`config.mk`:
```
export PLATFORM = sky130hd
export DESIGN_NAME = line_guard
export DESIGN_NICKNAME = d
export VERILOG_FILES = /design/src/rtl/line_guard.sv
export SDC_FILE = /design/constraint.sdc
export NUM_CORES = 2
export LEC_CHECK = 0
export BUFFER_PORTS_ARGS = -buffer_cell sky130_fd_sc_hd__buf_2
export CORE_MARGIN = 2
export CORE_UTILIZATION = 62
export CTS_BUF_LIST = sky130_fd_sc_hd__clkbuf_16
export CTS_CLUSTER_SIZE = 10
export DETAILED_ROUTE_END_ITERATION = 8
export PLACE_DENSITY = 0.95
export RECOVER_POWER = 100
export SLEW_MARGIN = 20
export SYNTH_ARGS = -nofsm -noshare
export SYNTH_HDL_FRONTEND = slang
export SYNTH_SLANG_ARGS = --single-unit
```
`constraint.sdc`:
```
create_clock -name clk -period 32.9 [get_ports clk]
set_clock_uncertainty 0.2 [all_clocks]
set_input_delay 1.645 -clock clk [delete_from_list [all_inputs] [get_ports clk]]
set_output_delay 1.645 -clock clk [all_outputs]
set_load 0.1 [all_outputs]
```
`src/rtl/line_guard.sv`:
```
module line_guard #(
  parameter int          LINE_BYTES = 32,
  parameter logic [31:0] SIG_BASE   = 32'h8000_0000,
  parameter logic [31:0] POLY       = 32'h04C1_1DB7
) (
  input  logic                    clk,
  input  logic                    rst_n,
  input  logic [31:0]             prog_base,
  input  logic                    req_valid,
  output logic                    req_ready,
  input  logic                    req_write,
  input  logic [31:0]             req_addr,
  input  logic [LINE_BYTES*8-1:0] req_line,
  output logic                    rsp_valid,
  output logic                    rsp_err,
  output logic [LINE_BYTES*8-1:0] rsp_line,
  output logic                    tamper,
  output logic                    mem_req,
  output logic                    mem_we,
  output logic [31:0]             mem_addr,
  output logic [31:0]             mem_wdata,
  input  logic                    mem_ack,
  input  logic [31:0]             mem_rdata
);
  localparam int BEATS = LINE_BYTES / 4;
  localparam int OFF_W = $clog2(LINE_BYTES);
  localparam int BW    = OFF_W - 2;
  localparam int IW    = $clog2(BEATS + 1);

  typedef enum logic [1:0] {S_IDLE, S_XFER, S_DONE} st_t;

  st_t         st;
  logic        wr_q;
  logic [31:0] laddr_q, label_q, sig_q;
  logic [IW-1:0] idx;
  logic [31:0] beat_q [BEATS];
  logic [31:0] calc;

  wire          at_sig = (idx == IW'(BEATS));
  wire [BW-1:0] bidx   = idx[BW-1:0];
  wire [31:0]   aligned = {req_addr[31:OFF_W], {OFF_W{1'b0}}};

  always_comb begin
    calc = 32'hFFFF_FFFF;
    for (int i = 31; i >= 0; i--)
      calc = {calc[30:0], 1'b0} ^ ((calc[31] ^ label_q[i]) ? POLY : 32'h0);
    for (int k = 0; k < BEATS; k++)
      for (int i = 31; i >= 0; i--)
        calc = {calc[30:0], 1'b0} ^ ((calc[31] ^ beat_q[k][i]) ? POLY : 32'h0);
  end

  assign req_ready = (st == S_IDLE);
  assign mem_req   = (st == S_XFER);
  assign mem_we    = wr_q;
  assign mem_addr  = at_sig ? SIG_BASE + ((laddr_q >> OFF_W) << 2)
                            : laddr_q + {{(30-IW){1'b0}}, idx, 2'b00};
  assign mem_wdata = at_sig ? calc : beat_q[bidx];
  assign rsp_valid = (st == S_DONE);
  assign rsp_err   = rsp_valid && !wr_q && (calc != sig_q);

  for (genvar k = 0; k < BEATS; k++) begin : g_out
    assign rsp_line[32*k +: 32] = rsp_err ? 32'h0 : beat_q[k];
  end

  always_ff @(posedge clk) begin
    if (!rst_n) begin
      st <= S_IDLE;
      wr_q <= 1'b0;
      laddr_q <= '0;
      label_q <= '0;
      sig_q <= '0;
      idx <= '0;
      tamper <= 1'b0;
      for (int k = 0; k < BEATS; k++) beat_q[k] <= '0;
    end else begin
      if (rsp_err) tamper <= 1'b1;
      case (st)
        S_IDLE: if (req_valid) begin
          wr_q    <= req_write;
          laddr_q <= aligned;
          label_q <= aligned - prog_base;
          idx     <= '0;
          if (req_write)
            for (int k = 0; k < BEATS; k++) beat_q[k] <= req_line[32*k +: 32];
          st <= S_XFER;
        end
        S_XFER: if (mem_ack) begin
          if (at_sig) begin
            if (!wr_q) sig_q <= mem_rdata;
            st <= S_DONE;
          end else begin
            if (!wr_q) beat_q[bidx] <= mem_rdata;
            idx <= idx + IW'(1);
          end
        end
        default: st <= S_IDLE;
      endcase
    end
  end

  p_alarm_sticky_r7: assert property (@(posedge clk) disable iff (!rst_n)
    tamper |=> tamper);
  p_err_raises_alarm_r7: assert property (@(posedge clk) disable iff (!rst_n)
    rsp_err |=> tamper);
  p_err_hides_line_r6: assert property (@(posedge clk) disable iff (!rst_n)
    rsp_err |-> (rsp_line == '0));
  p_one_at_a_time_r8: assert property (@(posedge clk) disable iff (!rst_n)
    (req_valid && req_ready) |=> !req_ready);
  p_rsp_after_ack_r10: assert property (@(posedge clk) disable iff (!rst_n)
    rsp_valid |-> ($past(mem_ack) && !mem_req));
  p_mem_hold_r4: assert property (@(posedge clk) disable iff (!rst_n)
    (mem_req && !mem_ack) |=> (mem_req && $stable(mem_addr) && $stable(mem_we)));
  p_write_no_err_r4: assert property (@(posedge clk) disable iff (!rst_n)
    (rsp_valid && mem_we) |-> !rsp_err);
endmodule

```
* Word-level counts from Yosys, hierarchy flattened
Memory sizes are Yosys's and may differ from the RTL's. A register that Yosys moved wholly into a read port is not among the register bits.
Index checks and enable logic that the tools add are counted.
** Storage, ports and cells
- Bits in registers :: 99
- Memory bits (writable) :: 256
- Input bits :: 357
- Output and inout port bits :: 326
- Memories :: 1
** Memory list
- beat_q :: depth 8, bits a word 32, read ports 9, clocked after memory_dff 1, write ports 8, RTL line 36 : logic [31:0] beat_q [BEATS];
** Cells by class
- Add/subtract/negate cells :: 4
- Equality and inequality tests :: 8
- Muxes and demuxes :: 331
- Bitwise gates (word level) :: 584
- Reduce and logical (&&, ||, !) cells :: 10
** Operator list (count)
- $xor A32 B27 Y32 :: 287
- $mux W27 :: 288
- $mux W32 :: 19
- $xor A1 B1 Y1 :: 287
- $add A32 B29 Y32 const A :: 1
- $add A32 B6 Y32 :: 1
- $ne A32 B32 Y1 :: 1
- $reduce_or A32 Y1 :: 1
- $sub A32 B32 Y32 :: 1
- $not A26 Y31 :: 1
- $mux W1 :: 13
- $mux W4 :: 3
- $mux W3 :: 3
- $or A1 B1 Y1 :: 8
- $pmux W4 S2 :: 1
- $reduce_and A4 Y1 :: 2
- $mux W2 :: 3
- $add A4 B1 Y4 const B :: 1
- $eq A4 B4 Y1 const B :: 1
- $ne A2 B1 Y1 const B :: 2
- $ne A2 B2 Y1 const B :: 2
- $pmux W2 S2 :: 1
- $reduce_and A3 Y1 :: 1
- $eq A2 B1 Y1 const B :: 1
- other kinds (7) :: 8

* Longest topological paths before layout
- Depth in word-level cells :: 866
- Mapped depth :: 67
- Gate-level depth less buffers :: 55

* Worst setup path after synthesis
Ideal clock, no wire load.
- Path type :: reg2out
- Start :: register label_q[24]
- End :: output port rsp_line[251]
- Arrival time :: 24.657 ns
- Data required time :: 31.055 ns
- Slack :: 6.398 ns
- Stages on the path, launching flop included :: 61
- Path buffers :: 5
- Cell sequence :: dfxtp_1 > buf_2 > xnor3_2 > xor2_4 > xnor3_1 > xnor3_2 > xnor3_1 > xor3_2 > xnor3_1 > xor2_1 > xnor3_2 > xnor3_2 > xnor3_1 > buf_4 > xnor3_2 > xnor3_2 > xor2_2 > xnor3_1 > (+25 left out) > xor3_2 > xor2_2 > xnor3_2 > xnor3_1 > xor3_2 > xnor2_2 > xor3_1 > xnor3_1 > xnor3_2 > xor2_1 > xnor2_1 > xnor2_1 > o2111ai_1 > nor4_2 > a41oi_2 > buf_2 > buf_6 > nor2b_1
** Between the ends
- Cells in the longest elaborated chain, start to end :: 378
- Elaborated cells between the ends (all ways) :: 822
- Classes of those cells :: 1 x eq/ne; 270 x mux; 550 x bitwise; 1 x reduce/logical
** RTL lines
- from (decl) :: RTL line 34 : logic [31:0] laddr_q, label_q, sig_q;
- from (signal assigned) :: RTL line 81 : label_q <= aligned - prog_base;
- $xor A1 B1 Y1 (*) :: RTL line 46 : calc = {calc[30:0], 1'b0} ^ ((calc[31] ^ label_q[i]) ? POLY : 32'h0);
- $mux W27 (*) :: RTL line 46
- $xor A32 B27 Y32 (*) (6 in series) :: RTL line 46
- $xor A1 B1 Y1 / $xor A32 B27 Y32 (equally long branches) :: RTL line 46
- $mux W27 / $xor A32 B27 Y32 (equally long branches) :: RTL line 46
- $xor A32 B27 Y32 (*) (6 in series) :: RTL line 46
- $xor A1 B1 Y1 / $xor A32 B27 Y32 (equally long branches) :: RTL line 46
- $mux W27 / $xor A32 B27 Y32 (equally long branches) :: RTL line 46
- (+344 left out)
- $xor A32 B27 Y32 (*) (10 in series) :: RTL line 49 : calc = {calc[30:0], 1'b0} ^ ((calc[31] ^ beat_q[k][i]) ? POLY : 32'h0);
- $xor A1 B1 Y1, or another cell as far along :: RTL line 49
- $mux W27 / $xor A32 B27 Y32 (equally long branches) :: RTL line 49
- $xor A32 B27 Y32 (*) :: RTL line 49
- $ne A32 B32 Y1 (*) :: RTL line 59 : assign rsp_err = rsp_valid && !wr_q && (calc != sig_q);
- $logic_and A1 B1 Y1 (*) :: RTL line 59
- net rsp_err :: RTL line 15 : output logic rsp_err,
- $mux W32 (*) :: RTL line 62 : assign rsp_line[32*k +: 32] = rsp_err ? 32'h0 : beat_q[k];
- to (decl) :: RTL line 16 : output logic [LINE_BYTES*8-1:0] rsp_line,
The timed path passes the listed nets; every way through them passes the cells marked *.

* Worst setup path in the final report
- Start :: register label_q[28]
- End :: output port rsp_line[180]
** Between the ends
- Cells in the longest elaborated chain, start to end :: 384
- Elaborated cells between the ends (all ways) :: 834
- Classes of those cells :: 1 x eq/ne; 274 x mux; 558 x bitwise; 1 x reduce/logical
** RTL lines (RTL line)
- $xor A1 B1 Y1 (*) :: 46
- $mux W27 (*) :: 46
- $xor A32 B27 Y32 (*) (6 in series) :: 46
- $xor A1 B1 Y1 :: 46
- $mux W27 :: 46
- $xor A32 B27 Y32 (*) (6 in series) :: 46
- $xor A1 B1 Y1 :: 46
- $mux W27 :: 46
- (+351 left out)
- $mux W27 :: 49
- $xor A32 B27 Y32 (*) (6 in series) :: 49
- $xor A1 B1 Y1 :: 49
- $mux W27 :: 49
- $xor A32 B27 Y32 (*) (3 in series) :: 49
- $ne A32 B32 Y1 (*) :: 59
- $logic_and A1 B1 Y1 (*) :: 59
- $mux W32 (*) :: 62
Every way passes the cells marked *; elsewhere a longest branch is shown, timed or not.

==> flow_summary.ini <==
[layout]
synthToLayoutAreaGrowth_pct = 9.96
seqCellArea_um2 = 9740
multi_input_area_um2 = 47600
fillerInstances = 6733
drive_gt1_frac = 0.195
nets = 5561

[sta]
setup_ws_ns = 0.446
setup_tns_ns = 0
fmax_mhz = 30.8
timing.slew.headroom = -2.01
worst_pin_slew_ns = 4.52
rsz0062_at_grt = no
fin_crit_sh = 0.986
fin_crit_ns = 32.45
setup_viol = 0
hold_violations = 0
drv_slew = 861

[grt]
grt_remaining_overflow = 0
use_met3 = 0.212
use_met1 = 0.629
antenna_found_initial = 55
grt_max_degree = 104
grtUsageTotal = 0.497
grt.busiest_layer = met2
met2_usage = 0.684
grt_pass1_wl_um = 328000
grt_pass1_vias = 40000

[critical_path]
end_kind = primary output
cpMostUsedCell = xnor3_1
reg2reg_setup_slack_ns = 3.23
r2r-end = tamper$_SDFFE_PN0P_
crit_arrival_ns = 30.61
critPathKind = reg -> out
ff2ff_path_depth = 56
crit_required_ns = 31.06
max_stage_delay_ns = 0.75
crit_path_max_fanout = 103
crit_path_top_delay_cell = xnor2_1
worstReg2RegStart = label_q[28]$_SDFFE_PN0P_
start_kind = flop

[placement]
gp_congestion = 1.10
place_ws_ns = 1.22
port-buffer-count = 675
dpl.hpwl_um = 196000

[cts]
worstSkewPairLatency_ns = 0.68
cts_setup_buffers = 0
cts-hold-fix-buffers = 0
clock_path_buffers = 3
cts_resized = 0
cts.sinks = 358
cts-root-buf = clkbuf_16
cts-buffers-inserted = 45
clk_pin_slew_worst_paths_ns = 0.05
cts_tree = built
htreeDepth = 2

[synth]
synth_enable_flop_cells = 256
async_flop_share = 0
yosysSeqAreaShare = 0.167
ys_ff_latch = 358
syn_area_um2 = 58400
synth.distinct_cells = 69
synth.avg_cell_area_um2 = 12.6
synth_warnings = 0
synthFlopType = edfxtp_1
syn_inst = 4625

[detailed_routing]
drt_iter0_markers = 6850
wl_um = 244000
firstDrtPassIters = 6
drc_errors = 0
wl_per_cell_um = 37.6
vias_per_cell = 6.62
ant_nets = 0
num_vias = 43000

[floorplan]
ios = 683
die_x_um = 311
rows = 112
core_um2 = 93300
initial_utilization = 0.625
die-height_um = 311
die_area_um2 = 96600

[hold_path]
hold_end = label_q[3]$_SDFFE_PN0P_
whs_path_depth = 2
hp-start = label_q[3]$_SDFFE_PN0P_
min_path_type = reg -> reg

[outcome]
violations = capacitance limit, slew limit
status = finished, violations left

[run]
max-cap-violations = 23
## registers in the layout, indices dropped and copies added, names as in the netlist, named ones only
register,count
tamper,1
sig_q,32
label_q,32
mem_we,1
idx,4
st,2
beat_q,256
laddr_q,27
## worst max-delay path by stage
stage | from | to | slack (ns) | cells past startpoint
3_3_place_gp | label_q[29]$_SDFFE_PN0P_ | rsp_line[180] | 1.54 | 57
4_1_cts | label_q[28]$_SDFFE_PN0P_ | rsp_line[109] | 0.43 | 57
5_1_grt | label_q[28]$_SDFFE_PN0P_ | rsp_line[109] | 0.005 | 57
3_5_place_dp | label_q[28]$_SDFFE_PN0P_ | rsp_line[61] | 1.22 | 57
6_report | label_q[28]$_SDFFE_PN0P_ | rsp_line[180] | 0.45 | 57
2_1_floorplan | label_q[24]$_SDFFE_PN0P_ | rsp_line[251] | 6.40 | 60
## metal layers
layer  up-vias  wire [µm]
met2      4057      99000
met1     20900      84400
met5         -        186
met3       866      40000
met4        26      20600
li1      17200          -
## Yosys cell counts, types with 30 or more instances
master	n	area (µm²)
xnor2_1	1078	9440
xnor3_1	815	18400
nand2_1	395	1480
xor2_1	376	3290
edfxtp_1	256	7690
nor2b_1	256	1600
a22o_1	192	1680
clkbuf_1	140	526
o21ai_0	136	681
a21oi_1	119	596
xor3_1	112	2660
dfxtp_1	102	2040
xnor2_2	84	1370
inv_1	64	240
mux4_2	64	1440
xnor3_2	56	1330
xor2_2	40	651
mux2i_1	34	340
nor2_1	34	128
ha_1	31	388
buf_4	30	225
## metrics by stage
step           cells   util  area [µm²]  hold WS, ns
2_1_floorplan   4626      -       58400        0.232
3_3_place_gp    6379  0.673       62800        0.242
3_5_place_dp    6380  0.673       62800        0.253
4_1_cts         6454  0.688       64200        0.262
5_1_grt         6463  0.687       64100        0.285
6_report        6495  0.688       64200        0.264
## worst max-delay path: cells and delay by family, from the launching register on
kind                      cells  cell delay [ns]
buffers and inverters         2             0.89
AOI/OAI and AO/OA             1             0.43
and+or+nand+nor               3             0.67
xor gates and xnor gates     51            27.04
DFF                           1             0.68
## final cells by class
cell class | instances | area share
multi-input combinational | 3991 | 0.742
sequential | 358 | 0.152
timing repair buffer | 712 | 0.0550
tap | 1254 | 0.0244
clock buffer | 46 | 0.0179
inverter | 65 | 0.00380
clock inverter | 28 | 0.00343
antenna | 41 | 0.00160
## cell usage in the layout (no fill, tap or decap), types with 119 or more instances in the layout
cell and instances:
a21oi_1 119, a22o_1 192, buf_2 394, clkbuf_2 224, edfxtp_1 256, nand2_1 393, nor2b_1 256, o21ai_0 131
xnor2_1 1075, xnor3_1 812, xor2_1 375
## logic make-up after synthesis
family | Yosys count | synth area share
flip-flops | 358 | 0.167
buffers and inverters | 277 | 0.0204
AND/OR/NAND/NOR | 754 | 0.0623
adder cells (fa/ha/maj) | 31 | 0.00664
XOR/XNOR | 2604 | 0.655
other | 1 | 0.0000642
AO/OA/AOI/OAI | 498 | 0.0577
multiplexers | 102 | 0.0313
Power is left out: the tool's default activity adds up to more than one toggle a clock period on the data nets, which glitch-free logic cannot reach.
